<file path="src/rtl/dwl_pkg.sv">
package dwl_pkg;

   typedef enum logic {
      DWL_STAGED = 1'b0,
      DWL_MERGED = 1'b1
   } dwl_variant_e;

   function automatic bit dwl_cpb_legal(input int cpb);
      return (cpb == 2) || (cpb == 4) || (cpb == 8) || (cpb == 16);
   endfunction

   function automatic dwl_variant_e dwl_pick(input int cpb);
      return ((cpb == 4) || (cpb == 16)) ? DWL_STAGED : DWL_MERGED;
   endfunction

endpackage

</file>
<file path="src/rtl/dwl_onehot_dec.sv">
module dwl_onehot_dec #(
   parameter int AW = 3,
   localparam int NOUT = 1 << AW
) (
   input  logic            en_i,
   input  logic [AW-1:0]   bin_i,
   output logic [NOUT-1:0] hot_o
);
   always_comb begin
      hot_o = '0;
      if (en_i) hot_o[bin_i] = 1'b1;
   end
endmodule

</file>
<file path="src/rtl/dwl_col_path.sv">
module dwl_col_path
   import dwl_pkg::*;
#(
   parameter int COL_AW        = 5,
   parameter int CELLS_PER_BLK = 4,
   localparam int CPB_AW = $clog2(CELLS_PER_BLK),
   localparam int BLK_AW = COL_AW - CPB_AW,
   localparam int BLOCKS = 1 << BLK_AW,
   localparam int COLS   = 1 << COL_AW
) (
   input  logic                     en_i,
   input  logic [COL_AW-1:0]        col_i,
   output logic [BLOCKS-1:0]        bsel_o,
   output logic [CELLS_PER_BLK-1:0] csel_o
);
   localparam dwl_variant_e VARIANT = dwl_pick(CELLS_PER_BLK);

   logic [COLS-1:0] coldec;

   generate
      if (VARIANT == DWL_STAGED) begin : g_staged
         // block select first, then it enables every final 2-to-4 stage
         localparam int PRE_AW = CPB_AW - 2;
         localparam int NPRE   = 1 << PRE_AW;
         logic [3:0]      fin;
         logic [NPRE-1:0] pre;

         dwl_onehot_dec #(.AW(BLK_AW)) u_blk (
            .en_i (en_i),
            .bin_i(col_i[COL_AW-1:CPB_AW]),
            .hot_o(bsel_o)
         );
         dwl_onehot_dec #(.AW(2)) u_fin (
            .en_i (1'b1),
            .bin_i(col_i[1:0]),
            .hot_o(fin)
         );
         if (PRE_AW > 0) begin : g_pre
            dwl_onehot_dec #(.AW(PRE_AW)) u_pre (
               .en_i (1'b1),
               .bin_i(col_i[CPB_AW-1:2]),
               .hot_o(pre)
            );
         end else begin : g_nopre
            assign pre = 1'b1;
         end
         for (genvar b = 0; b < BLOCKS; b++) begin : g_b
            for (genvar p = 0; p < NPRE; p++) begin : g_p
               for (genvar q = 0; q < 4; q++) begin : g_q
                  assign coldec[b*CELLS_PER_BLK + p*4 + q] = bsel_o[b] & pre[p] & fin[q];
               end
            end
         end
      end else begin : g_merged
         // full column decode first, block select is the OR of its group
         dwl_onehot_dec #(.AW(COL_AW)) u_col (
            .en_i (en_i),
            .bin_i(col_i),
            .hot_o(coldec)
         );
         for (genvar b = 0; b < BLOCKS; b++) begin : g_b
            assign bsel_o[b] = |coldec[b*CELLS_PER_BLK +: CELLS_PER_BLK];
         end
      end
   endgenerate

   // in-block column select merges the same offset of every block
   always_comb begin
      csel_o = '0;
      for (int b = 0; b < BLOCKS; b++) begin
         csel_o = csel_o | coldec[b*CELLS_PER_BLK +: CELLS_PER_BLK];
      end
   end
endmodule

</file>
<file path="src/rtl/dwl_local_gate.sv">
module dwl_local_gate #(
   parameter int ROWS   = 16,
   parameter int BLOCKS = 8,
   localparam int NLWL = ROWS * BLOCKS
) (
   input  logic [ROWS-1:0]   grow_i,
   input  logic [BLOCKS-1:0] bsel_i,
   output logic [NLWL-1:0]   lwl_o
);
   generate
      for (genvar r = 0; r < ROWS; r++) begin : g_r
         for (genvar b = 0; b < BLOCKS; b++) begin : g_b
            assign lwl_o[r*BLOCKS + b] = grow_i[r] & bsel_i[b];
         end
      end
   endgenerate
endmodule

</file>
<file path="src/rtl/dwl_decoder.sv">
module dwl_decoder
   import dwl_pkg::*;
#(
   parameter int ROW_AW        = 4,
   parameter int COL_AW        = 5,
   parameter int CELLS_PER_BLK = 4,
   localparam int CPB_AW = $clog2(CELLS_PER_BLK),
   localparam int BLK_AW = COL_AW - CPB_AW,
   localparam int ROWS   = 1 << ROW_AW,
   localparam int BLOCKS = 1 << BLK_AW,
   localparam int NLWL   = ROWS * BLOCKS
) (
   input  logic                     clk,
   input  logic                     rst_n,
   input  logic                     access_i,
   input  logic [ROW_AW-1:0]        row_i,
   input  logic [COL_AW-1:0]        col_i,
   output logic [ROWS-1:0]          grow_o,
   output logic [BLOCKS-1:0]        bsel_o,
   output logic [NLWL-1:0]          lwl_o,
   output logic [CELLS_PER_BLK-1:0] csel_o
);
   initial begin : cfg_chk
      if (!dwl_cpb_legal(CELLS_PER_BLK))
         $error("CELLS_PER_BLK must be 2, 4, 8 or 16");
      if (BLK_AW < 1)
         $error("COL_AW must leave at least one block address bit");
      if (ROW_AW < 1)
         $error("ROW_AW must be at least 1");
   end

   logic [ROWS-1:0]          grow_c;
   logic [BLOCKS-1:0]        bsel_c;
   logic [NLWL-1:0]          lwl_c;
   logic [CELLS_PER_BLK-1:0] csel_c;

   dwl_onehot_dec #(.AW(ROW_AW)) u_row (
      .en_i (access_i),
      .bin_i(row_i),
      .hot_o(grow_c)
   );

   dwl_col_path #(.COL_AW(COL_AW), .CELLS_PER_BLK(CELLS_PER_BLK)) u_col (
      .en_i  (access_i),
      .col_i (col_i),
      .bsel_o(bsel_c),
      .csel_o(csel_c)
   );

   dwl_local_gate #(.ROWS(ROWS), .BLOCKS(BLOCKS)) u_gate (
      .grow_i(grow_c),
      .bsel_i(bsel_c),
      .lwl_o (lwl_c)
   );

   always_ff @(posedge clk) begin
      if (!rst_n) begin
         grow_o <= '0;
         bsel_o <= '0;
         lwl_o  <= '0;
         csel_o <= '0;
      end else begin
         grow_o <= grow_c;
         bsel_o <= bsel_c;
         lwl_o  <= lwl_c;
         csel_o <= csel_c;
      end
   end


   grow_sel_chk: assert property (@(posedge clk) disable iff (!rst_n)
      access_i |=> (grow_o == (ROWS'(1) << $past(row_i))));

   bsel_sel_chk: assert property (@(posedge clk) disable iff (!rst_n)
      access_i |=> (bsel_o == (BLOCKS'(1) << ($past(col_i) >> CPB_AW))));

   csel_sel_chk: assert property (@(posedge clk) disable iff (!rst_n)
      access_i |=> ($onehot0(csel_o) && ($countones(csel_o) == 1)));

   idle_quiet_chk: assert property (@(posedge clk) disable iff (!rst_n)
      !access_i |=> ((grow_o == '0) && (bsel_o == '0) && (lwl_o == '0) && (csel_o == '0)));

   one_lwl_chk: assert property (@(posedge clk) disable iff (!rst_n)
      access_i |=> ($countones(lwl_o) == 1));

   lwl_unique_chk: assert property (@(posedge clk) disable iff (!rst_n)
      $onehot0(lwl_o));

   lwl_pair_chk: assert property (@(posedge clk) disable iff (!rst_n)
      (lwl_o != '0) |-> ($countones(grow_o) == 1 && $countones(bsel_o) == 1));
endmodule

</file>
<file path="config.mk">
export PLATFORM = sky130hd
export DESIGN_NAME = dwl_decoder
export DESIGN_NICKNAME = d
export VERILOG_FILES = /design/src/rtl/dwl_pkg.sv /design/src/rtl/dwl_onehot_dec.sv /design/src/rtl/dwl_col_path.sv /design/src/rtl/dwl_local_gate.sv /design/src/rtl/dwl_decoder.sv
export SDC_FILE = /design/constraint.sdc
export NUM_CORES = 1
export LEC_CHECK = 0
export CAP_MARGIN = 0
export CORE_MARGIN = 2
export CORE_UTILIZATION = 35
export CTS_CLUSTER_SIZE = 24
export DETAILED_ROUTE_END_ITERATION = 10
export DONT_BUFFER_PORTS = 1
export SETUP_SLACK_MARGIN = 0.15
export SLEW_MARGIN = 20
export SYNTH_ARGS = -nofsm -noshare
export SYNTH_HDL_FRONTEND = slang
export SYNTH_HIERARCHICAL = 1
export SYNTH_SLANG_ARGS = --single-unit
</file>
<file path="constraint.sdc">
create_clock -name clk -period 2.3 [get_ports clk]
set_input_delay 0.345 -clock clk [delete_from_list [all_inputs] [get_ports clk]]
set_output_delay 0.345 -clock clk [all_outputs]
set_load 0.02 [all_outputs]
</file>
# [After elaboration in Yosys (flattened, before gate mapping)]
# Cells that the tools add are included.
# W data, S select, Z words.
[word_totals] ff_bits=156 romBits=0 latchBits=0 mem_bits_rw=0 memories=0 word_cells=188
[classes] order_cmp=6 n_bitwise=167 multipliers=0 n_eq_ne=0 n_div=0 n_reduce_logical=3 muxes=8 addsub=0 shift=0
[ops] cell="$and A1 B1 Y1" count=160
[ops] cell="$or A4 B4 Y4" count=7
[ops] cell="$mux W16" count=1
[ops] cell="$mux W8" count=1
[ops] cell="$lt A4 B5 Y1 const B" count=1
[ops] cell="$demux W1 S4" count=1
[ops] cell="$ge A4 B1 Y1 const B" count=1
[ops] cell="$lt A3 B4 Y1 const B" count=1
[ops] cell="$demux W1 S3" count=1
[ops] cell="$ge A3 B1 Y1 const B" count=1
[ops] cell="$logic_and A1 B1 Y1" count=3
[ops] cell="$lt A2 B3 Y1 const B" count=1
[ops] cell="$mux W1" count=3
[ops] cell="$demux W1 S2" count=1
[ops] cell="$ge A2 B1 Y1 const B" count=1

# [Longest topological paths before layout]
# Gate-level depths: netlist of the first run.
[logic_depth] depth_word=13 ltp_mapped=4 ltp_nobuf=4

# [Hierarchy]
# Netlist of the first run, hierarchy kept.
[by_module_without_submodules] module="dwl_decoder" instances=1 area_per_inst_um2=4284.1 seq_area_each_um2=3123.0 cells_per_inst=329
[by_module_without_submodules] module="dwl_local_gate" instances=1 area_per_inst_um2=890.9 seq_area_each_um2=0.0 cells_per_inst=136
[by_module_without_submodules] module="dwl_onehot_dec at u_row" instances=1 area_per_inst_um2=117.6 seq_area_each_um2=0.0 cells_per_inst=23
[by_module_without_submodules] module="dwl_onehot_dec at u_col.g_staged.u_blk" instances=1 area_per_inst_um2=95.1 seq_area_each_um2=0.0 cells_per_inst=8
[by_module_without_submodules] module="dwl_col_path" instances=1 area_per_inst_um2=58.8 seq_area_each_um2=0.0 cells_per_inst=7
[by_module_without_submodules] module="dwl_onehot_dec at u_col.g_staged.u_fin" instances=1 area_per_inst_um2=37.5 seq_area_each_um2=0.0 cells_per_inst=4

# [Least setup slack after synthesis of the first run]
# No wires, ideal clock.
[synth_path] path_kind="input -> register" start="input access_i" end="register csel_o[3]" path_buffers=0 arrival_ps=1253 required_ps=2184 slack_ps=931 stages=4 path_cell_list="and4b_2 > nor4_2 > a21boi_0 > and2_2"
[synth_between] elab_chain_len=9 word_cells_on_any_way=16 classes_between="1 x mux; 15 x bitwise"
[synth_rtl] item="from (decl)" line="dwl_decoder.sv:15" rtl="input logic access_i,"
[synth_rtl] item="$mux W8 *" line="dwl_onehot_dec.sv:11" rtl="if (en_i) hot_o[bin_i] = 1'b1;"
[synth_rtl] item="$and A1 B1 Y1" line="dwl_col_path.sv:50" rtl="assign coldec[b*CELLS_PER_BLK + p*4 + q] = bsel_o[b] & pre[p] & fin[q];"
[synth_rtl] item="$or A4 B4 Y4 (6 in a row)" line="dwl_col_path.sv:71" rtl="csel_o = csel_o | coldec[b*CELLS_PER_BLK +: CELLS_PER_BLK];"
[synth_rtl] item="$or A4 B4 Y4 *" line="dwl_col_path.sv:71"
[synth_rtl] item="net csel_c[3]" line="dwl_decoder.sv:35" rtl="logic [CELLS_PER_BLK-1:0] csel_c;"
[synth_rtl] item="to (signal assigned)" line="dwl_decoder.sv:66" rtl="csel_o <= csel_c;"
[synth_rtl] item="to (decl)" line="dwl_decoder.sv:21" rtl="output logic [CELLS_PER_BLK-1:0] csel_o"
# Mark *: on every way through the listed nets, which the timed path passes. The rest lies on a longest branch.
# A chain may end at the register's enable or synchronous reset.

# [Worst setup path after layout of the first run]
[layout_path] start="input row_i[2]" end="register lwl_o[7]"
[layout_between] elab_chain_len=6 word_cells_on_any_way=7 classes_between="2 x order compare; 3 x mux; 1 x bitwise; 1 x reduce/logical"
[layout_rtl] item="from (decl)" line="dwl_decoder.sv:16" rtl="input logic [ROW_AW-1:0] row_i,"
[layout_rtl] item="$lt A4 B5 Y1 (not written as such) / $ge A4 B1 Y1 (equally long branches)" line="dwl_onehot_dec.sv:11"
[layout_rtl] item="$logic_and A1 B1 Y1 (not written as such)" line="dwl_onehot_dec.sv:11"
[layout_rtl] item="$mux W1 (not written as such)" line="dwl_onehot_dec.sv:11"
[layout_rtl] item="$demux W1 S4 *"
[layout_rtl] item="$mux W16 *" line="dwl_onehot_dec.sv:11"
[layout_rtl] item="net grow_c[0]" line="dwl_decoder.sv:32" rtl="logic [ROWS-1:0] grow_c;"
[layout_rtl] item="$and A1 B1 Y1 *" line="dwl_local_gate.sv:13" rtl="assign lwl_o[r*BLOCKS + b] = grow_i[r] & bsel_i[b];"
[layout_rtl] item="net lwl_c[7]" line="dwl_decoder.sv:34" rtl="logic [NLWL-1:0] lwl_c;"
[layout_rtl] item="to (signal assigned)" line="dwl_decoder.sv:65" rtl="lwl_o <= lwl_c;"
[layout_rtl] item="to (decl)" line="dwl_decoder.sv:20" rtl="output logic [NLWL-1:0] lwl_o,"
# Marked as above.

==> flow_metrics.py, run 1 <==
metrics = {
    "floorplanning": {
        "die_x_um": 129,
        "die_h_um": 129,
        "core_um2": 15300,
        "dieArea_um2": 16700,
        "ios": 168,
        "initial_core_util_pct": 35.9,
        "row_count": 45,
    },
    "global_routing": {
        "antenna_found_initial": 0,
        "grtUsageMet2_pct": 24.9,
        "grt_use_met3_pct": 8.01,
        "grt_pass1_wl_um": 19400,
        "grt_max_degree": 157,
        "first_global_vias": 3193,
        "grt_use_met1_pct": 19.9,
        "track_usage_pct": 16.2,
        "grt_busiest_layer": "met2",
        "grt_overflow": 0,
    },
    "yosys": {
        "ys.warnings.count": 6,
        "ys_ff_latch": 156,
        "netlist_instances": 507,
        "yosys-top-cells-area": "dfxtp_1 (57%), and2_1 (32%), buf_6 (4.7%)",
        "syn_area_um2": 5480,
        "avgSynthCellArea_um2": 10.8,
        "yosysTopAreaCellShare_pct": 56.9,
        "ys_types": 26,
        "yosysSeqAreaShare_pct": 56.9,
        "yosysTopAreaCell": "dfxtp_1",
    },
    "drt": {
        "drcViolationCount": 0,
        "drtIter0Drc": 144,
        "wl_per_cell_um": 17.8,
        "drt-pass1-iter-count": 4,
        "wl_um": 13100,
        "vias": 3127,
        "antenna_left": 0,
        "via_per_inst": 4.25,
    },
    "sta": {
        "setup_tns_ns": 0,
        "relSlewSlack_pct": 53.2,
        "period_needed_ns": 1.27,
        "setup_viol": 0,
        "period_share_pct": 55.3,
        "rsz0062_at_grt": "false",
        "worst_pin_slew_ns": 0.696,
        "fmax_mhz": 786,
        "drv_slew": 0,
        "hold_viol_final": 0,
    },
    "layout": {
        "fill_cells": 1482,
        "diodes": 0,
        "regArea_um2": 3120,
        "most-common-layout-cells": "and2_1 (281), dfxtp_1 (156), clkbuf_16 (17)",
        "nNetsFinal": 524,
        "layout.cells.non_filler": 735,
        "multi_input_area_um2": 2110,
        "mostFrequentLayoutCell": "and2_1",
        "area_delta_synth_final_pct": 12.5,
        "layout-drive-gt1-share_pct": 9.92,
    },
    "clock_network": {
        "cts_tree": "built",
        "numCtsBuffers": 17,
        "clk_transition_reported_paths_ns": 0.07,
        "cts_max_path_buffers": 2,
        "root_buffer": "clkbuf_16",
        "post_cts_buffers": 0,
        "clkSinkCount": 156,
        "htree_levels": 4,
        "cts_resized": 0,
        "cts-hold-fix-buffers": 0,
    },
    "worst_setup_path": {
        "crit_fanout": 9,
        "worstPathArrival_ns": 1.63,
        "start_kind": "input pin",
        "worstSetupEndpointType": "flop",
        "cp_data_required_time_ns": 2.66,
        "path_class": "in2reg",
    },
    "status": {
        "status": "completed",
    },
    "placement": {
        "place.gp.congestion": 0.719,
        "io_buffers": 0,
        "hpwl_um": 8390,
        "dpl.cell_count": 704,
    },
    "pwr": {
        "peakVddDrop_mv": 0.472,
        "leakagePower_nw": 2.56,
        "power_density_nw_per_um2": 920,
    },
    "flow_run": {
        "drv_cap": 0,
    },
    "hold_path": {
        "hp-class": "in2reg",
    },
}
## through the flow
stage                     util [%]  total power, mW  instance area [um2]  hold WS [ns]  worst slack [ns]
after CTS                     40.4             5.75                 6170        0.0311              1.01
final                         40.4             5.67                 6170        0.0493              1.03
after global placement        36.4             2.87                 5560         0.477             0.611
after floorplan                  -             2.89                 5500         0.582             0.931
after global routing          40.4             5.89                 6170        0.0330             0.962
after detailed placement      36.4             2.87                 5560         0.478             0.584
## area by class of cell
type / count / share of cell area, %
clock inverter: 11 / 2.55
tap: 211 / 4.28
timing repair buffer: 8 / 0.973
multi-input combinational: 329 / 34.2
sequential: 156 / 50.6
clock buffer: 20 / 7.40
## cells in the mapped netlist
master / instances
a21boi_0: 4
nor4_2: 2
and4bb_2: 1
buf_2: 1
nor2_1: 12
nand3b_1: 2
and3_2: 1
nor3_1: 3
conb_1: 1
nand2_1: 1
and4b_1: 1
buf_6: 23
nand2b_1: 2
and4bb_1: 2
nor3b_2: 1
and2_1: 281
dfxtp_1: 156
and4_2: 1
nand3_1: 1
nor4b_2: 1
and3b_1: 2
clkbuf_4: 1
or3b_4: 1
and4b_2: 2
and2_2: 3
nor3_2: 1
## where the power goes
part	internal, mW	switching, mW
clock network	1.78	1.09
logic	0.0289	0.0504
registers	2.71	0.0153
total	4.52	1.16
## path summary, 6_finish.rpt
check | start | end | slack [ns] | cells past startpoint
min | rst_n | bsel_o[3]$_SDFF_PN0_ | 0.05 | 1
max | row_i[2] | lwl_o[7]$_SDFF_PN0_ | 1.03 | 4
## state kept, by name, summed over array words and instances (netlist names)
register,flops
lwl_o,128
bsel_o,8
grow_o,16
csel_o,4
## worst max-delay path: stages
cell and delay [ns]:
or3b_4 0.41, nor3_2 0.53, and2_1 0.22, and2_1 0.12
## metal layers
metal	share of wire, %	routed length, um
met2	45	5880
met1	44	5780
met5	0	0
met3	9.7	1270
met4	1.1	146
## cell families after synthesis
| family | share of synthesized area, % |
|---|---|
| compound gates | 0.548 |
| buf+inv | 4.95 |
| simple gates | 37.5 |
| other cells | 0.0684 |
| flops | 56.9 |
(Power assumes the default switching activity.)
==> inputs of run 2 (changes only) <==
- clock period: 2.3 -> 1.3 ns (I/O delays scaled with it)
==> run 2 against run 1 <==
  * The flow now finishes with violations (hold timing)
  * Flip-flop and latch count unchanged
  * Cell count is 7.9% higher
  * Largest cell class unchanged
  * Via count rose by 9.2%
  * Die area unchanged
  * Final area grew 8.9%
  * Non-clock buffer count up 57
  * Critical path depth up 1
  * Sequential power up 77%
  * Global-route usage increased by 0.59 points
  * Utilization is 3.6 points higher
==> flow_metrics.py, run 2 (same netlist as run 1, synthesis figures left out) <==
metrics = {
    "drt": {
        "vias": 3415,
        "antenna_left": 0,
        "wl_per_cell_um": 17.2,
        "drcViolationCount": 0,
        "wl_um": 13600,
        "drt-pass1-iter-count": 4,
        "via_per_inst": 4.31,
        "drtIter0Drc": 146,
    },
    "clock_network": {
        "clkSinkCount": 156,
        "cts-hold-fix-buffers": 29,
        "cts_max_path_buffers": 2,
        "clk_transition_reported_paths_ns": 0.07,
        "cts_tree": "built",
        "root_buffer": "clkbuf_16",
        "numCtsBuffers": 17,
        "htree_levels": 4,
    },
    "sta": {
        "holdWs_ns": -0.0945,
        "drv_slew": 0,
        "period_share_pct": 88.9,
        "setup_viol": 0,
        "hold_viol_final": 115,
        "fmax_mhz": 865,
        "relSlewSlack_pct": 63.0,
        "period_needed_ns": 1.16,
        "rsz0062_at_grt": "true",
        "worst_pin_slew_ns": 0.553,
    },
    "floorplanning": {
        "die_h_um": 129,
        "row_count": 45,
        "dieArea_um2": 16700,
        "ios": 168,
        "die_x_um": 129,
        "core_um2": 15300,
        "initial_core_util_pct": 35.9,
    },
    "worst_setup_path": {
        "crit_fanout": 8,
        "start_kind": "input pin",
        "worstSetupEndpointType": "flop",
        "path_buf_inv": 2,
        "path_class": "in2reg",
        "worstPathArrival_ns": 1.46,
        "cp_data_required_time_ns": 1.60,
        "slowest_delay_ns": 0.55,
        "crit_path_frequent_cell": "and2_1",
        "setup.worst_path.start": "col_i[4]",
        "path_cells": "and4bb_2 -> buf_4 -> and2_1 -> and2_1 -> dlygate4sd3_1",
        "critPathTopFamily": "buffers and inverters",
        "cp_slowest_cell": "dlygate4sd3_1",
    },
    "placement": {
        "placed_area_um2": 5730,
        "place.gp.congestion": 0.734,
        "hpwl_um": 8830,
        "io_buffers": 0,
    },
    "pwr": {
        "power_switching_share_pct": 22.2,
        "power_frac_seq_pct": 48.1,
        "power.switching_mw": 2.23,
        "p_clk_share_pct": 50.0,
        "internal-power_mw": 7.79,
        "power_density_nw_per_um2": 1490,
        "peakVddDrop_mv": 0.838,
        "leakagePower_nw": 2.92,
        "power_mw": 10.0,
        "p_comb_share_pct": 1.9,
    },
    "layout": {
        "area_delta_synth_final_pct": 22.5,
        "mostFrequentLayoutCell": "and2_1",
        "most-common-layout-cells": "and2_1 (280), dfxtp_1 (156), buf_4 (33)",
        "nNetsFinal": 581,
        "finish.instance_area_um2": 6720,
        "diodes": 0,
        "top_register": "lwl_o",
        "layout-drive-gt1-share_pct": 15.6,
        "largest_reg_flops": 128,
        "reg_top3": "lwl_o (128), grow_o (16), bsel_o (8)",
    },
    "global_routing": {
        "first_global_vias": 3514,
        "grt_max_degree": 157,
        "grt_pass1_wl_um": 20600,
        "antenna_found_initial": 0,
        "grt_overflow": 0,
        "track_usage_pct": 16.8,
    },
    "status": {
        "violations": "hold timing",
        "status": "complete, but fails checks",
    },
    "hold_path": {
        "hp-start": "rst_n",
        "hp-class": "in2reg",
    },
    "flow_run": {
        "drv_cap": 0,
    },
}
==> run 2: changes by cell type in the layout (fill, tap and decap cells not counted), moves of 2 or more <==
cell | before | now
and4bb_1 | 2 | 0
buf_4 | 8 | 33
buf_6 | 0 | 4
clkbuf_8 | 2 | 0
dlygate4sd3_1 | 0 | 26
inv_6 | 4 | 6
inv_8 | 0 | 3
nor4_2 | 2 | 0
nor4_4 | 0 | 2
==> run 2: area by class of cell <==
cell class / instances / area (um2)
fillers: 1450 / 8540
flip-flops and latches: 156 / 3120
multi-input cells: 329 / 2140
repair buffers: 65 / 584
clock buffers: 17 / 425
well taps: 211 / 264
clock inverters: 15 / 176
==> run 2: worst paths after layout <==
check                                to  slack [ns]  cells after the start
setup / recovery  lwl_o[114]$_SDFF_PN0_        0.14                      5
hold / removal     csel_o[2]$_SDFF_PN0_       -0.09                      1
==> run 2: repair_timing <==
| item | in CTS | in global routing |
|---|---|---|
| gates resized for setup | 0 | 8 |
| endpoints found under the setup margin | 0 | 14 |
| buffers inserted | 0 | 10 |
| endpoints found under the hold margin | 156 | 130 |
==> run 2: metal layers <==
| layer | vias up | track usage [%] | part of all wire (%) |
|---|---|---|---|
| li1 | 1680 | - | - |
| met1 | 1596 | 20.3 | 44 |
| met2 | 129 | 26.6 | 46 |
| met3 | 10 | 8.22 | 9.4 |
| met4 | 0 | 4.73 | 1.2 |
| met5 | - | 0 | 0 |
==> run 2: through the flow <==
step           worst slack [ns]  util (%)  TNS [ns]  std cells
3_5_place_dp            -0.0352      37.5   -0.0887        724
2_1_floorplan             0.156         -         0        510
6_report                  0.144      44.0         0        793
4_1_cts                   0.157      43.4         0        785
3_3_place_gp            -0.0133      37.5   -0.0339        724
5_1_grt                   0.113      44.0         0        793
==> run 2: power groups by stage <==
stage	clock network, mW	registers [mW]	logic (mW)
6_report	5.01	4.82	0.192
5_1_grt	5.34	4.82	0.210
4_1_cts	5.12	4.82	0.178
3_5_place_dp	0	4.93	0.168
3_3_place_gp	0	4.93	0.166
2_1_floorplan	0	4.93	0.188
==> inputs of run 3 (changes only) <==
- BUFFER_PORTS_ARGS: unset -> -buffer_cell sky130_fd_sc_hd__buf_2
- DONT_BUFFER_PORTS: 1 -> unset
- SETUP_SLACK_MARGIN: 0.15 -> 0.02
- clock period: 1.3 -> 1.39 ns (I/O delays scaled with it)
==> run 3 against run 2 <==
  * The flow now finishes without violations
  * Worst hold slack improved by 0.35 ns
  * Worst setup slack improved by 0.10 ns
  * Sequential power decreased by 6.8%
  * Via count increased by 12%
  * Power decreased by 5.7%
  * Critical path depth decreased by 4
  * Clock-buffer cell count increased by 5
  * Critical endpoint is now lwl_o[56]
==> flow_metrics.py, run 3 (same netlist as run 1, synthesis figures left out) <==
metrics = {
    "hold_path": {
        "hp-class": "in2reg",
        "hold_path_depth": 4,
    },
    "sta": {
        "period_share_pct": 82.1,
        "relSlewSlack_pct": 62.4,
        "finalWorstSetupSlack_ns": 0.249,
        "fmax_mhz": 876,
        "hold_viol_final": 0,
        "worst_pin_slew_ns": 0.563,
        "rsz0062_at_grt": "false",
        "drv_slew": 0,
        "period_needed_ns": 1.14,
        "setup_viol": 0,
    },
    "layout": {
        "nNetsFinal": 714,
        "fill_cells": 1423,
        "reg_top3": "lwl_o (128), grow_o (16), bsel_o (8)",
        "most-common-layout-cells": "and2_1 (281), buf_2 (166), dfxtp_1 (156)",
        "layout.cells.non_filler": 926,
        "mostFrequentLayoutCell": "and2_1",
        "layout-drive-gt1-share_pct": 33.7,
        "top_register": "lwl_o",
        "largest_reg_flops": 128,
        "area_delta_synth_final_pct": 31.2,
        "diodes": 0,
        "finish.instance_area_um2": 7200,
    },
    "clock_network": {
        "cts-hold-fix-buffers": 0,
        "cts_resized": 0,
        "post_cts_buffers": 0,
        "cts_max_path_buffers": 2,
        "clkSinkCount": 156,
        "htree_levels": 4,
        "clk_transition_reported_paths_ns": 0.06,
        "numCtsBuffers": 17,
        "cts_tree": "built",
        "root_buffer": "clkbuf_16",
    },
    "floorplanning": {
        "die_h_um": 129,
        "ios": 168,
        "dieArea_um2": 16700,
        "row_count": 45,
        "initial_core_util_pct": 35.9,
        "die_x_um": 129,
        "core_um2": 15300,
    },
    "worst_setup_path": {
        "cp_data_required_time_ns": 1.18,
        "worstPathArrival_ns": 0.93,
        "worstSetupEndpointType": "primary output",
        "slowest_delay_ns": 0.34,
        "cp_slowest_cell": "dfxtp_1",
        "path_cells": "buf_2",
        "crit_cells": 1,
        "start_kind": "flop",
        "critPathTopFamily": "flip-flops",
        "path_class": "reg2out",
        "crit_fanout": 1,
        "path_buf_inv": 1,
    },
    "pwr": {
        "power_mw": 9.45,
        "leakagePower_nw": 3.58,
        "power_density_nw_per_um2": 1310,
        "peakVddDrop_mv": 0.749,
    },
    "placement": {
        "io_buffers": 167,
        "dp_slack_ns": -0.158,
        "dpl.cell_count": 894,
        "hpwl_um": 8960,
        "placed_area_um2": 6590,
        "place.gp.congestion": 0.746,
    },
    "drt": {
        "antenna_left": 0,
        "drt-pass1-iter-count": 4,
        "wl_um": 13600,
        "drtIter0Drc": 163,
        "wl_per_cell_um": 14.7,
        "via_per_inst": 4.14,
        "vias": 3830,
        "drcViolationCount": 0,
    },
    "global_routing": {
        "first_global_vias": 3777,
        "grt_max_degree": 81,
        "grt_overflow": 0,
        "antenna_found_initial": 0,
        "grt_pass1_wl_um": 20600,
        "track_usage_pct": 16.7,
    },
    "flow_run": {
        "drv_cap": 0,
    },
    "status": {
        "status": "completed",
    },
}
## run 3: cell types whose count changed in the layout (fill, tap and decap cells not counted), moves of 3 or more
cell | previous run | this run
inv_6 | 6 | 0
inv_8 | 3 | 0
dlygate4sd3_1 | 26 | 0
buf_6 | 4 | 0
buf_2 | 0 | 166
buf_4 | 33 | 30
clkbuf_1 | 0 | 3
clkinvlp_4 | 1 | 6
## run 3: metrics by stage
stage	TNS (ns)	hold WS (ns)	util [%]
floorplan	0	0.445	-
global placement	-0.930	0.624	43.2
detailed placement	-1.83	0.623	43.2
CTS	0	0.229	47.2
global route	0	0.278	47.2
finish	0	0.255	47.2
## run 3: cell type report
type                            instances  area, um2  share of cell area [%]
Clock buffer                           22        464                    6.45
Clock inverter                         10        140                    1.95
Multi-Input combinational cell        329       2110                    29.3
Sequential cell                       156       3120                    43.4
Tap cell                              211        264                    3.67
Timing Repair Buffer                  198       1100                    15.2
## run 3: per-layer routing
metal / vias up / GRT usage, % / part of all wire [%]
met5: - / 0 / 0
met4: 0 / 6.59 / 1.4
met3: 14 / 6.48 / 8.2
met2: 135 / 25.0 / 42
met1: 1743 / 21.6 / 48
li1: 1938 / - / -
## run 3: report_power, final
group          switching [mW]  internal (mW)  total [mW]  leakage [nW]
combinational           0.189          0.103       0.292          2.05
clock                    1.75           2.91        4.67         0.275
sequential            0.00392           4.49        4.49          1.26
## run 3: worst paths after layout
kind | end | slack (ns) | start
worst max-delay path | lwl_o[56] | 0.25 | lwl_o[56]$_SDFF_PN0_
worst min-delay path | csel_o[0]$_SDFF_PN0_ | 0.25 | col_i[0]
